**src/rtl/line_rsz_pkg.sv**
```systemverilog
package line_rsz_pkg;
  // coefficient calculator sequencing
  typedef enum logic {
    CALC_IDLE = 1'b0,
    CALC_DIV  = 1'b1
  } calc_state_e;
endpackage

```
**src/rtl/rsz_coef_calc.sv**
```systemverilog
module rsz_coef_calc
  import line_rsz_pkg::*;
#(
  parameter int IN_W     = 13,
  parameter int OUT_W    = 11,
  parameter int MAX_IN   = 4096,
  parameter int MAX_OUT  = 1024,
  parameter int NUM_HALF = 2,
  parameter int FRAC_W   = 13,
  parameter int STEP_W   = 14,
  parameter int HC_W     = 2
) (
  input  logic              clk,
  input  logic              rst_n,
  input  logic              start,
  input  logic [IN_W-1:0]   in_len,
  input  logic [OUT_W-1:0]  out_len,
  output logic              done,
  output logic              err,
  output logic [HC_W-1:0]   halves,
  output logic [STEP_W-1:0] step,
  output logic [IN_W-1:0]   work_len,
  output logic [OUT_W-1:0]  line_len
);
  localparam int DVD_W = IN_W + FRAC_W;
  localparam int CMP_W = DVD_W + 1;
  localparam int CNT_W = $clog2(STEP_W);

  logic              bad, go, ovf_c, take;
  logic [IN_W-1:0]   w_c;
  logic [HC_W-1:0]   hc_c;
  logic [DVD_W-1:0]  dvd_c;
  logic [CMP_W-1:0]  trial;
  logic [STEP_W-1:0] quo_nx;

  calc_state_e       state;
  logic [DVD_W-1:0]  rem;
  logic [STEP_W-1:0] quo;
  logic [CNT_W-1:0]  cnt;
  logic [OUT_W-1:0]  dvs, ol_r;
  logic [HC_W-1:0]   hc_r;
  logic [IN_W-1:0]   w_r;

  // request screening and prefilter depth selection
  always_comb begin
    bad = (in_len == '0) || (int'(in_len) > MAX_IN) || (int'(out_len) > MAX_OUT) ||
          (out_len < OUT_W'(2)) || (int'(out_len) * 4 < int'(in_len));
    w_c  = in_len;
    hc_c = '0;
    go   = 1'b1;
    for (int i = 0; i < NUM_HALF; i++) begin
      if (go && ((int'(w_c) > MAX_OUT) || (int'(w_c) >= 2 * int'(out_len)))) begin
        w_c  = w_c >> 1;
        hc_c = hc_c + HC_W'(1);
      end else begin
        go = 1'b0;
      end
    end
    dvd_c = {w_c - IN_W'(1), {FRAC_W{1'b0}}};
    ovf_c = CMP_W'(dvd_c) >= (CMP_W'(out_len - OUT_W'(1)) << STEP_W);
  end

  // one quotient bit per cycle, MSB first
  always_comb begin
    trial  = CMP_W'(dvs) << cnt;
    take   = CMP_W'(rem) >= trial;
    quo_nx = quo | (take ? (STEP_W'(1) << cnt) : '0);
  end

  always_ff @(posedge clk or negedge rst_n) begin
    if (!rst_n) begin
      state    <= CALC_IDLE;
      done     <= 1'b0;
      err      <= 1'b0;
      halves   <= '0;
      step     <= '0;
      work_len <= '0;
      line_len <= '0;
      rem      <= '0;
      quo      <= '0;
      cnt      <= '0;
      dvs      <= '0;
      ol_r     <= '0;
      hc_r     <= '0;
      w_r      <= '0;
    end else begin
      done <= 1'b0;
      if (start) begin
        err <= bad;
        if (bad) begin
          done  <= 1'b1;
          state <= CALC_IDLE;
        end else if (ovf_c) begin
          done     <= 1'b1;
          halves   <= hc_c;
          step     <= '1;
          work_len <= w_c;
          line_len <= out_len;
          state    <= CALC_IDLE;
        end else begin
          state <= CALC_DIV;
          rem   <= dvd_c;
          quo   <= '0;
          cnt   <= CNT_W'(STEP_W - 1);
          dvs   <= out_len - OUT_W'(1);
          hc_r  <= hc_c;
          w_r   <= w_c;
          ol_r  <= out_len;
        end
      end else if (state == CALC_DIV) begin
        if (take) rem <= rem - DVD_W'(trial);
        quo <= quo_nx;
        if (cnt == '0) begin
          state    <= CALC_IDLE;
          done     <= 1'b1;
          halves   <= hc_r;
          step     <= quo_nx;
          work_len <= w_r;
          line_len <= ol_r;
        end else begin
          cnt <= cnt - CNT_W'(1);
        end
      end
    end
  end
endmodule

```
**src/rtl/rsz_half_stage.sv**
```systemverilog
module rsz_half_stage #(
  parameter int PIX_W = 8
) (
  input  logic             clk,
  input  logic             rst_n,
  input  logic             en,
  input  logic             in_valid,
  output logic             in_ready,
  input  logic [PIX_W-1:0] in_data,
  input  logic             in_sol,
  output logic             out_valid,
  input  logic             out_ready,
  output logic [PIX_W-1:0] out_data,
  output logic             out_sol
);
  logic             half_full, hold_sol, pair_end;
  logic [PIX_W-1:0] hold;
  logic [PIX_W:0]   sum;

  always_comb begin
    pair_end = half_full && !in_sol;
    sum      = {1'b0, hold} + {1'b0, in_data} + (PIX_W + 1)'(1);
    if (en) begin
      out_valid = in_valid && pair_end;
      out_data  = PIX_W'(sum >> 1);
      out_sol   = hold_sol;
      in_ready  = pair_end ? out_ready : 1'b1;
    end else begin
      out_valid = in_valid;
      out_data  = in_data;
      out_sol   = in_sol;
      in_ready  = out_ready;
    end
  end

  // a start-of-line pixel always opens a new pair, dropping any orphan
  always_ff @(posedge clk or negedge rst_n) begin
    if (!rst_n) begin
      half_full <= 1'b0;
      hold      <= '0;
      hold_sol  <= 1'b0;
    end else if (!en) begin
      half_full <= 1'b0;
    end else if (in_valid && in_ready) begin
      if (pair_end) begin
        half_full <= 1'b0;
      end else begin
        hold      <= in_data;
        hold_sol  <= in_sol;
        half_full <= 1'b1;
      end
    end
  end
endmodule

```
**src/rtl/rsz_interp.sv**
```systemverilog
module rsz_interp #(
  parameter int PIX_W  = 8,
  parameter int IDX_W  = 13,
  parameter int OUT_W  = 11,
  parameter int FRAC_W = 13,
  parameter int STEP_W = 14
) (
  input  logic              clk,
  input  logic              rst_n,
  input  logic [STEP_W-1:0] step,
  input  logic [IDX_W-1:0]  work_len,
  input  logic [OUT_W-1:0]  out_len,
  input  logic              in_valid,
  output logic              in_ready,
  input  logic [PIX_W-1:0]  in_data,
  input  logic              in_sol,
  output logic              m_valid,
  input  logic              m_ready,
  output logic [PIX_W-1:0]  m_data,
  output logic              m_eol
);
  localparam int POS_W = IDX_W + FRAC_W;
  localparam int BW    = PIX_W + FRAC_W + 1;

  logic              active;
  logic [PIX_W-1:0]  prev, cur;
  logic [IDX_W:0]    have;
  logic [POS_W-1:0]  pos;
  logic [OUT_W-1:0]  emitted;

  logic [IDX_W-1:0]  ip;
  logic [FRAC_W-1:0] frac;
  logic [IDX_W:0]    ip1, ip2;
  logic              pair_ok, tail_ok, can_emit, fire, last;
  logic [PIX_W-1:0]  left;
  logic [FRAC_W:0]   wl, wr;
  logic [BW-1:0]     blend;

  always_comb begin
    ip       = pos[POS_W-1:FRAC_W];
    frac     = pos[FRAC_W-1:0];
    ip1      = {1'b0, ip} + (IDX_W + 1)'(1);
    ip2      = {1'b0, ip} + (IDX_W + 1)'(2);
    pair_ok  = have == ip2;
    tail_ok  = (have == {1'b0, work_len}) && (ip1 == {1'b0, work_len});
    can_emit = active && (pair_ok || tail_ok);
    fire     = can_emit && (!m_valid || m_ready);
    last     = emitted == (out_len - OUT_W'(1));
    in_ready = !active || ((have < ip2) && (have < {1'b0, work_len}));
    left     = pair_ok ? prev : cur;
    wr       = {1'b0, frac};
    wl       = {1'b1, {FRAC_W{1'b0}}} - wr;
    blend    = BW'(left) * BW'(wl) + BW'(cur) * BW'(wr) + BW'(1 << (FRAC_W - 1));
  end

  always_ff @(posedge clk or negedge rst_n) begin
    if (!rst_n) begin
      active  <= 1'b0;
      prev    <= '0;
      cur     <= '0;
      have    <= '0;
      pos     <= '0;
      emitted <= '0;
      m_valid <= 1'b0;
      m_data  <= '0;
      m_eol   <= 1'b0;
    end else begin
      if (in_valid && in_ready) begin
        if (in_sol) begin
          active  <= 1'b1;
          cur     <= in_data;
          have    <= (IDX_W + 1)'(1);
          pos     <= '0;
          emitted <= '0;
        end else if (active) begin
          prev <= cur;
          cur  <= in_data;
          have <= have + (IDX_W + 1)'(1);
        end
      end
      if (fire) begin
        m_valid <= 1'b1;
        m_data  <= PIX_W'(blend >> FRAC_W);
        m_eol   <= last;
        pos     <= pos + POS_W'(step);
        emitted <= emitted + OUT_W'(1);
        if (last) active <= 1'b0;
      end else if (m_ready) begin
        m_valid <= 1'b0;
      end
    end
  end
endmodule

```
**src/rtl/line_resizer.sv**
```systemverilog
module line_resizer #(
  parameter int PIX_W    = 8,
  parameter int MAX_IN   = 4096,
  parameter int MAX_OUT  = 1024,
  parameter int NUM_HALF = 2,
  parameter int FRAC_W   = 13,
  localparam int IN_W    = $clog2(MAX_IN) + 1,
  localparam int OUT_W   = $clog2(MAX_OUT) + 1,
  localparam int STEP_W  = FRAC_W + 1,
  localparam int HC_W    = $clog2(NUM_HALF + 1),
  localparam int COEF_W  = HC_W + STEP_W
) (
  input  logic              clk,
  input  logic              rst_n,
  input  logic              cfg_start,
  input  logic [IN_W-1:0]   cfg_in_len,
  input  logic [OUT_W-1:0]  cfg_out_len,
  output logic              cfg_done,
  output logic              cfg_err,
  output logic [COEF_W-1:0] coef_word,
  input  logic              s_valid,
  output logic              s_ready,
  input  logic [PIX_W-1:0]  s_data,
  input  logic              s_sol,
  output logic              m_valid,
  input  logic              m_ready,
  output logic [PIX_W-1:0]  m_data,
  output logic              m_eol
);
  logic [HC_W-1:0]   act_halves;
  logic [STEP_W-1:0] act_step;
  logic [IN_W-1:0]   act_work_len;
  logic [OUT_W-1:0]  act_out_len;

  logic [NUM_HALF:0] ch_v, ch_r, ch_sol;
  logic [PIX_W-1:0]  ch_d [NUM_HALF+1];

  rsz_coef_calc #(
    .IN_W(IN_W), .OUT_W(OUT_W), .MAX_IN(MAX_IN), .MAX_OUT(MAX_OUT),
    .NUM_HALF(NUM_HALF), .FRAC_W(FRAC_W), .STEP_W(STEP_W), .HC_W(HC_W)
  ) u_calc (
    .clk(clk), .rst_n(rst_n), .start(cfg_start),
    .in_len(cfg_in_len), .out_len(cfg_out_len),
    .done(cfg_done), .err(cfg_err),
    .halves(act_halves), .step(act_step),
    .work_len(act_work_len), .line_len(act_out_len)
  );

  assign coef_word = {act_halves, act_step};

  assign ch_v[0]   = s_valid;
  assign ch_d[0]   = s_data;
  assign ch_sol[0] = s_sol;
  assign s_ready   = ch_r[0];

  for (genvar g = 0; g < NUM_HALF; g++) begin : g_half
    rsz_half_stage #(.PIX_W(PIX_W)) u_stage (
      .clk(clk), .rst_n(rst_n),
      .en(act_halves > HC_W'(g)),
      .in_valid(ch_v[g]), .in_ready(ch_r[g]),
      .in_data(ch_d[g]), .in_sol(ch_sol[g]),
      .out_valid(ch_v[g+1]), .out_ready(ch_r[g+1]),
      .out_data(ch_d[g+1]), .out_sol(ch_sol[g+1])
    );
  end

  rsz_interp #(
    .PIX_W(PIX_W), .IDX_W(IN_W), .OUT_W(OUT_W), .FRAC_W(FRAC_W), .STEP_W(STEP_W)
  ) u_interp (
    .clk(clk), .rst_n(rst_n),
    .step(act_step), .work_len(act_work_len), .out_len(act_out_len),
    .in_valid(ch_v[NUM_HALF]), .in_ready(ch_r[NUM_HALF]),
    .in_data(ch_d[NUM_HALF]), .in_sol(ch_sol[NUM_HALF]),
    .m_valid(m_valid), .m_ready(m_ready), .m_data(m_data), .m_eol(m_eol)
  );
endmodule

```
**config.mk**
```make
export PLATFORM = sky130hd
export DESIGN_NAME = line_resizer
export DESIGN_NICKNAME = d
export VERILOG_FILES = /design/src/rtl/line_rsz_pkg.sv /design/src/rtl/rsz_coef_calc.sv /design/src/rtl/rsz_half_stage.sv /design/src/rtl/rsz_interp.sv /design/src/rtl/line_resizer.sv
export SDC_FILE = /design/constraint.sdc
export NUM_CORES = 1
export LEC_CHECK = 0
export BUFFER_PORTS_ARGS = -buffer_cell sky130_fd_sc_hd__buf_2
export CORE_MARGIN = 3
export CORE_UTILIZATION = 50
export DETAILED_ROUTE_END_ITERATION = 7
export PLACE_DENSITY = 0.72
export SLEW_MARGIN = 20
export SYNTH_ARGS = -nofsm -noshare
export SYNTH_HDL_FRONTEND = slang
export SYNTH_HIERARCHICAL = 1
export SYNTH_SLANG_ARGS = --single-unit
```
**constraint.sdc**
```tcl
create_clock -name clk -period 7.85 [get_ports clk]
set_clock_uncertainty 0.1 [all_clocks]
set_input_delay 0.785 -clock clk [delete_from_list [all_inputs] [get_ports clk]]
set_output_delay 0.785 -clock clk [all_outputs]
set_load 0.01 [all_outputs]
```
# Yosys cells after proc, flatten, opt, wreduce, memory -nomap -nowiden
# Index checks and enable logic that the tools add are counted.
[word_totals] memories=0 ram_bits=0 regBits=222 latchBits=0 romBits=0 out_inout_bits=29 inputBits=38
[classes] div_mod_pow=0 bitwise=6 muxes=83 eq_ne=10 shifts=2 n_reduce_logical=44 n_mul=2 addsub=19 order_cmp=14
[ops] operator="$mux 26" n=8
[ops] operator="$mux 14" n=12
[ops] operator="$mux 13" n=7
[ops] operator="$mux 11" n=8
[ops] operator="$ge 26x27->1" n=2
[ops] operator="$mux 8" n=5
[ops] operator="$mux 1" n=32
[ops] operator="$eq 14x13->1" n=2
[ops] operator="$shl 11x4->27" n=1
[ops] operator="$add 26x14->26" n=1
[ops] operator="$ge 13x12->1" n=2
[ops] operator="$gt 13x11->1 const B" n=2
[ops] operator="$sub 26x26->26" n=1
[ops] operator="$sub 11x1->11 const B" n=2
[ops] operator="$add 21x13->21 const B" n=1
[ops] operator="$add 21x21->21" n=1
[ops] operator="$mul 8x13->21" n=1
[ops] operator="$mul 8x14->21" n=1
[ops] operator="$mux 4" n=5
[ops] operator="$add 8x8->9" n=2
[ops] operator="$add 9x1->9 const B" n=2
[ops] operator="$reduce_and 3->1" n=5
[ops] operator="$add 13x1->14 const B" n=1
[ops] operator="$add 13x2->14 const B" n=1
[ops] operator="other kinds (30)" n=75

# Depth between registers and ports, before layout
# Gate-level depths: netlist of the first run.
[depth] depth_word=12 depth_mapped=40

# Hierarchy
# Netlist of the first run, hierarchy kept.
[by_module_without_submodules] mod="rsz_interp" area_each_um2=12919.9 seq_area_each_um2=1951.9 cells_per_inst=1484 n_inst=1
[by_module_without_submodules] mod="rsz_coef_calc" area_each_um2=9421.5 seq_area_each_um2=3103.0 cells_per_inst=950 n_inst=1
[by_module_without_submodules] mod="rsz_half_stage" area_each_um2=874.6 seq_area_each_um2=250.2 cells_per_inst=99 n_inst=2
[by_module_without_submodules] mod="line_resizer" area_each_um2=10.0 seq_area_each_um2=0.0 cells_per_inst=2 n_inst=1

# Worst setup path after synthesis of the first run
# OpenSTA, ideal clock, no wires.
[synth_path] kind="flip-flop to flip-flop" from="reg u_interp.pos[15]" to="reg u_interp.m_data[6]" required_time_ns=7.667 path_buffers=1 path_slack_ns=-0.664 period_less_slack_ns=8.514 setup_time_ns=0.083 path_stages_with_launch=31 t_arrival_ns=8.331 cell_sequence="dfrtp_1 ha_1 nand3_1 nor3_1 and3_1 xnor2_1 ha_1 nand4_1 nor4_2 mux2i_1 clkbuf_1 nor2_1 fa_1 inv_1 fa_1 fa_1 inv_1 fa_1 fa_1 inv_1 fa_1 inv_1 ha_1 nand3_1 nor4_1 a21oi_1 nor4bb_1 o31ai_1 a31oi_1 xor2_1 o21ai_0"
[synth_between] elab_chain_len=6 elab_cells_between_ends=12 classes_between="add/sub (4); mul (1); eq/ne (2); mux (1); reduce/logical (4)"
[synth_lines] item="start: declaration" line_no="rsz_interp.sv:28" text="logic [POS_W-1:0] pos;"
[synth_lines] item="start signal: assignment" line_no="rsz_interp.sv:85" text="pos <= pos + POS_W'(step);"
[synth_lines] item="$add 13x2->14 or $add 13x1->14 (tied branches)" line_no="rsz_interp.sv:43, rsz_interp.sv:42"
[synth_lines] item="$eq 14x14->1 or $eq 14x13->1 (tied branches)" line_no="rsz_interp.sv:44, rsz_interp.sv:45"
[synth_lines] item="$mux 8 or $logic_and 1x1->1 (tied branches)" line_no="rsz_interp.sv:50, rsz_interp.sv:45"
[synth_lines] item="$mul 8x14->21 or $logic_or 1x1->1 (tied branches)" line_no="rsz_interp.sv:53, rsz_interp.sv:46"
[synth_lines] item="$add 21x21->21 or $logic_and 1x1->1 (tied branches)" line_no="rsz_interp.sv:53, rsz_interp.sv:46"
[synth_lines] item="$add 21x13->21 or $logic_and 1x1->1 (tied branches)" line_no="rsz_interp.sv:53, rsz_interp.sv:47"
[synth_lines] item="end signal: assignment" line_no="rsz_interp.sv:83" text="m_data <= PIX_W'(blend >> FRAC_W);"
[synth_lines] item="end: declaration" line_no="rsz_interp.sv:19" text="output logic [PIX_W-1:0] m_data,"
# Several ways; a longest one is shown, not always the timed one.
# A chain may end at the register's enable or synchronous reset.

# Worst setup path in the final report of the first run
[layout_path] from="reg u_interp.pos[14]" to="reg u_interp.m_data[7]"
# Same word-level chain as after synthesis.

==> results of run 1 <==
[final cells by class]
cell class | count | area [um2] | share of cell area, %
Sequential cell | 222 | 5560 | 20.5
Clock buffer | 34 | 741 | 2.73
Multi-Input combinational cell | 1937 | 17000 | 62.7
Inverter | 364 | 1370 | 5.03
Tap cell | 607 | 759 | 2.80
Clock inverter | 8 | 90.1 | 0.332
Timing Repair Buffer | 223 | 1610 | 5.91
[cells in the final DEF (no fill, tap or decap), types with 82 or more instances in the layout]
master and count:
xnor2_1 82, fa_1 172, buf_4 144, mux2_2 102
inv_1 357, dfrtp_1 222, nor2_1 156, ha_1 204
o21ai_0 92, nand2_1 213, a21oi_1 92
[report_power, final]
group          leakage [uW]  switching, uW  internal, uW
clock              0.000415            492           692
sequential          0.00282            325          1440
combinational       0.00987           1980          1710
total                0.0131           2790          3840
[worst max-delay path: cells and delay by family, from the launching register on]
family	cells	cell delay, ns
xor+xnor	2	0.22
fa+ha+maj	8	3.58
simple gates	10	1.89
flops	1	0.39
compound gates	5	0.95
buf+inv	7	0.73
[per-layer routing]
layer,wire [um],vias to the layer above
li1,-,9252
met1,27300,9798
met2,31500,610
met3,3040,157
met4,2390,0
met5,0,-
[through the flow]
step / setup TNS [ns] / utilization (%) / worst slack (ns)
floorplan: -0.0375 / - / -0.0249
global placement: -0.962 / 54.6 / -0.233
detailed placement: -2.75 / 54.6 / -0.390
CTS: 0 / 57.0 / 0.00432
global route: -2.41 / 57.7 / -0.432
finish: -0.447 / 57.7 / -0.149
[sequential cells by signal, summed over array words and instances, names as in the netlist, 2 cells and up]
register and cells:
g_half.u_stage/half_full 2, g_half.u_stage/hold 16, g_half.u_stage/hold_sol 2, u_calc/cnt 4, u_calc/dvs 11, u_calc/halves 2, u_calc/hc_r 2, u_calc/line_len 11
u_calc/ol_r 11, u_calc/quo 14, u_calc/rem 26, u_calc/step 14, u_calc/w_r 13, u_calc/work_len 13, u_interp/cur 8, u_interp/emitted 11
u_interp/have 14, u_interp/m_data 8, u_interp/pos 26, u_interp/prev 8
[logic make-up (layout without fill, tap and decap cells)]
group / count (synthesis) / after routing / share of synthesized area, %
buffers and inverters: 475 / 629 / 8.11
AND/OR/NAND/NOR: 759 / 759 / 15.8
AO/OA/AOI/OAI: 472 / 472 / 13.8
multiplexers: 195 / 195 / 9.28
XOR/XNOR: 124 / 124 / 4.51
flip-flops: 222 / 222 / 23.1
adder cells (fa/ha/maj): 387 / 387 / 25.5
[how the worst max path moves through the flow]
stage | from | endpoint | cells after the start
finish | u_interp/pos[14]$_DFFE_PN0P_ | u_interp/m_data[7]$_DFFE_PN0P_ | 32
global route | u_interp/pos[14]$_DFFE_PN0P_ | u_interp/m_data[7]$_DFFE_PN0P_ | 31
CTS | u_interp/pos[15]$_DFFE_PN0P_ | u_interp/m_data[6]$_DFFE_PN0P_ | 32
detailed placement | u_interp/pos[15]$_DFFE_PN0P_ | u_interp/m_data[7]$_DFFE_PN0P_ | 31
global placement | u_interp/pos[14]$_DFFE_PN0P_ | u_interp/m_data[7]$_DFFE_PN0P_ | 31
floorplan | u_interp/pos[16]$_DFFE_PN0P_ | u_interp/m_data[7]$_DFFE_PN0P_ | 31
[what timing repair did]
action | CTS | global route
buffers inserted | 10 | 21
endpoints found under the setup margin | 7 | 9
resized for setup | 34 | 44
pin swaps | 26 | 61
==> results_dict.tcl, run 1 <==
set metrics [dict create \
    cp-start-kind "register" \
    grt_pass1_vias 20200 \
    overflow 0 \
    start_util_pct 51.2 \
    synth.area.top_cells "dfrtp_1 (23%), fa_1 (14%), ha_1 (11%)" \
    fp.dieH_um 226 \
    grt_pass1_wl_um 104000 \
    synthTopCellsByCount "inv_1 (362), dfrtp_1 (222), nand2_1 (222), ha_1 (213), fa_1 (174)" \
    synth_area_per_cell_um2 9.15 \
    top_usage_layer "met2" \
    die_area_um2 50900 \
    tightest_slew_ns 0.964 \
    num_rows 79 \
    ys_seq_elements 222 \
    drv_slew 0 \
    die_x_um 226 \
    ys_warn_count 6 \
    stdcell_area_um2 27200 \
    timing_hold_violations_final 0 \
    numPortBuffers 66 \
    setup_ws_ns -0.149 \
    clock.fmax_ghz 0.125 \
    drv_cap 0 \
    antenna_found_initial 0 \
    clock_latency_ns 0.56 \
    routed_wl_um 64200 \
    use_met3_pct 2.66 \
    whs_ns 0.0762 \
    htreeDepth 1 \
    synth.top_cell.area_share_pct 23.1 \
    critPathKind "reg -> reg" \
    routedWlPerCell_um 18.9 \
    ys_types 99 \
    synth_area_um2 24100 \
    hp-class "in -> async" \
    crit_arrival_ns 8.32 \
    slew_headroom_pct 35.8 \
    crit_required_ns 8.17 \
    cts_made_buffers 26 \
    met1_usage_pct 32.1 \
    r2r_end "u_interp/m_data[7]$_DFFE_PN0P_" \
    nets 3199 \
    synth_nets 3059 \
    root_buffer "clkbuf_16" \
    failed_checks "setup timing" \
    ys_seq_area_share_pct 23.1 \
    synthArstFlopShare_pct 100 \
    worst_path_largest_cell_delay_ns 0.53 \
    grt_max_degree 80 \
    worstReg2RegStart "u_interp/pos[14]$_DFFE_PN0P_" \
    fillers 4008 \
    reg2reg_slack_ns -0.15 \
    ant_nets 0 \
    ios 67 \
    diodes 0 \
    drtPass1Iterations 7 \
    cts_tree "yes" \
    irDropWorstVdd_mv 0.331 \
    place.gp.congestion 0.965 \
    p_total_uw 6640 \
    layoutNonFillerInstCount 3395 \
    finalCriticalPeriod_ns 8.00 \
    synth_edf_count 0 \
    dp.cells 3324 \
    rsz0062_at_grt "true" \
    finalSetupViolCount 4 \
    cts.sinks 222 \
    core_area_um2 47100 \
    postCtsHoldBufs 0 \
    yosysMostFrequentCell "inv_1" \
    clkTransAtPathRegs_ns 0.06 \
    status "finished with violations" \
    path_max_fanout 5 \
    dominantRegCellSynth "dfrtp_1" \
    r2r_cells 32 \
    synth_top_area_cell "dfrtp_1" \
    syn_inst 2634 \
    drc 0 \
    dpl.hpwl_um 49900 \
    worstSetupEndpointType "register" \
    placed_area_um2 25700 \
    crit_path_top_delay_cell "fa_1" \
    drive_gt1_share_pct 17.8 \
    synthToLayoutAreaGrowth_pct 12.7 \
    drt_iter0_drc 1271 \
    clockBufferDepth 3 \
    use_met2_pct 43.8 \
    cpMostUsedCell "fa_1" \
    vias_per_cell 5.84 \
    via_count 19800 \
    power.density_nw_per_um2 244 \
    period_share_pct 102 \
    grt_usage_pct 25.0 \
    leakage_uw 0.0131 \
]
(Power assumes the default switching activity.)
==> run 2: changes to the inputs <==
Settings changed: RECOVER_POWER from default to 50.
==> run 2 against run 1 <==
Net effect:
- the flow finishes with violations (capacitance limit, slew limit, setup timing)
- critical path depth shrank 1
- maximum frequency grew 0.31%
- die area is the same
- worst setup slack gained 0.024 ns
- global-route usage is the same
- sequential power is essentially flat
==> results_dict.tcl, run 2 (synthesis results as in run 1) <==
set metrics [dict create \
    rsz0062_at_grt "true" \
    largestRegisters "u_calc/rem: 26 flops, u_interp/pos: 26 flops, g_half.u_stage/hold: 16 flops" \
    clkTransAtPathRegs_ns 0.06 \
    hold_start "u_calc/hc_r[0]$_DFFE_PN0P_" \
    antenna_found_initial 0 \
    grt_usage_pct 25.0 \
    vias_per_cell 5.85 \
    min_to "u_calc/hc_r[0]$_DFFE_PN0P_" \
    r2r_cells 31 \
    slew_headroom_pct -190 \
    cp-start-kind "register" \
    timing_hold_violations_final 0 \
    die_area_um2 50900 \
    crit_required_ns 8.17 \
    grt_max_degree 80 \
    diodes 0 \
    worstReg2RegStart "u_interp/pos[14]$_DFFE_PN0P_" \
    status "finished with violations" \
    failed_checks "capacitance limit, slew limit, setup timing" \
    clockBufferDepth 3 \
    clock.fmax_ghz 0.125 \
    drv_slew 227 \
    fin_setup_tns_ns -0.356 \
    drc 0 \
    postCtsHoldBufs 0 \
    nets 3199 \
    start_util_pct 51.2 \
    ant_nets 0 \
    leakage_uw 0.0131 \
    final_common_cell "inv_1" \
    finalCriticalPeriod_ns 7.98 \
    grt_pass1_wl_um 104000 \
    placed_area_um2 25700 \
    routedWlPerCell_um 18.9 \
    core_area_um2 47100 \
    stdcell_area_um2 27100 \
    cts.sinks 222 \
    cts_made_buffers 26 \
    die_x_um 226 \
    drtPass1Iterations 8 \
    clock_latency_ns 0.56 \
    dpl.hpwl_um 49900 \
    grt_pass1_vias 20200 \
    reg2reg_slack_ns -0.13 \
    irDropWorstVdd_mv 0.326 \
    min_path_cells 1 \
    place.gp.congestion 0.965 \
    worst_setup_path_startpoint "u_interp/pos[14]$_DFFE_PN0P_" \
    root_buffer "clkbuf_16" \
    synthToLayoutAreaGrowth_pct 12.6 \
    num_rows 79 \
    hp-class "reg -> reg" \
    crit_path_top_delay_cell "fa_1" \
    path_max_fanout 6 \
    overflow 0 \
    final_core_util_pct 57.7 \
    tightest_slew_ns 4.35 \
    cpMostUsedCell "fa_1" \
    r2r_end "u_interp/m_data[7]$_DFFE_PN0P_" \
    p_total_uw 6640 \
    ios 67 \
    htreeDepth 1 \
    finalSetupViolCount 4 \
    worst_path_largest_cell_delay_ns 0.55 \
    drt_iter0_drc 1203 \
    worstSetupEndpointType "register" \
    setup_ws_ns -0.125 \
    period_share_pct 102 \
    dpl_worst_slack_ns -0.390 \
    routed_wl_um 64200 \
    critPathKind "reg -> reg" \
    numPortBuffers 66 \
    cts_tree "yes" \
    fp.dieH_um 226 \
    drive_gt1_share_pct 17.4 \
    final_cell_mix "inv_1 (357), dfrtp_1 (222), nand2_1 (213), ha_1 (204), fa_1 (172)" \
    crit_arrival_ns 8.30 \
    via_count 19900 \
    drv_cap 3 \
    power.density_nw_per_um2 245 \
]
-- run 2: cell count changes in the layout (fill, tap and decap cells not counted), sizes merged --
cell and delta:
buf -13, clkbuf +13
-- run 2: layout make-up --
| cell class | count | area (um2) |
|---|---|---|
| Tap cell | 607 | 759 |
| Inverter | 364 | 1370 |
| Timing Repair Buffer | 223 | 1580 |
| Clock buffer | 34 | 741 |
| Fill cell | 4016 | 19900 |
| Sequential cell | 222 | 5560 |
| Clock inverter | 8 | 90.1 |
| Multi-Input combinational cell | 1937 | 17000 |
-- run 2: metrics by stage --
stage	hold slack (ns)	cells
finish	0.382	3395
global route	0.386	3395
CTS	0.111	3375
detailed placement	0.364	3324
global placement	0.360	3324
floorplan	0.345	2634
-- run 2: power by group --
group,internal [uW],switching (uW)
combinational,1710,1980
clock,692,491
sequential,1440,325
total,3840,2800
-- run 2: worst max-delay path by stage --
| stage | end | depth (start not counted) |
|---|---|---|
| 2_1_floorplan | u_interp/m_data[7]$_DFFE_PN0P_ | 31 |
| 3_3_place_gp | u_interp/m_data[7]$_DFFE_PN0P_ | 31 |
| 3_5_place_dp | u_interp/m_data[7]$_DFFE_PN0P_ | 31 |
| 4_1_cts | u_interp/m_data[6]$_DFFE_PN0P_ | 32 |
| 5_1_grt | u_interp/m_data[7]$_DFFE_PN0P_ | 31 |
| 6_report | u_interp/m_data[7]$_DFFE_PN0P_ | 31 |
-- run 2: per-layer routing --
metal  wire length, um  up-vias  global-route usage, %
met4              2360        0                   9.16
met3              3150      158                   2.66
li1                  -     9253                      -
met5                 0        -                      0
met1             27100     9820                   32.1
met2             31700      631                   43.8
-- run 2: what timing repair did --
item	4_1_cts	5_1_grt
setup endpoints to repair	7	9
pin swaps	26	61
resized for setup	34	44
setup buffers	10	21
-- run 2: critical path: cells and delay by family (launching register included) --
family | cells | cell delay [ns]
buffers and inverters | 7 | 0.65
adder cells (fa/ha/maj) | 8 | 3.67
flip-flops | 1 | 0.39
multiplexers | 1 | 0.28
AND/OR/NAND/NOR | 8 | 1.68
XOR/XNOR | 2 | 0.22
AO/OA/AOI/OAI | 5 | 0.82
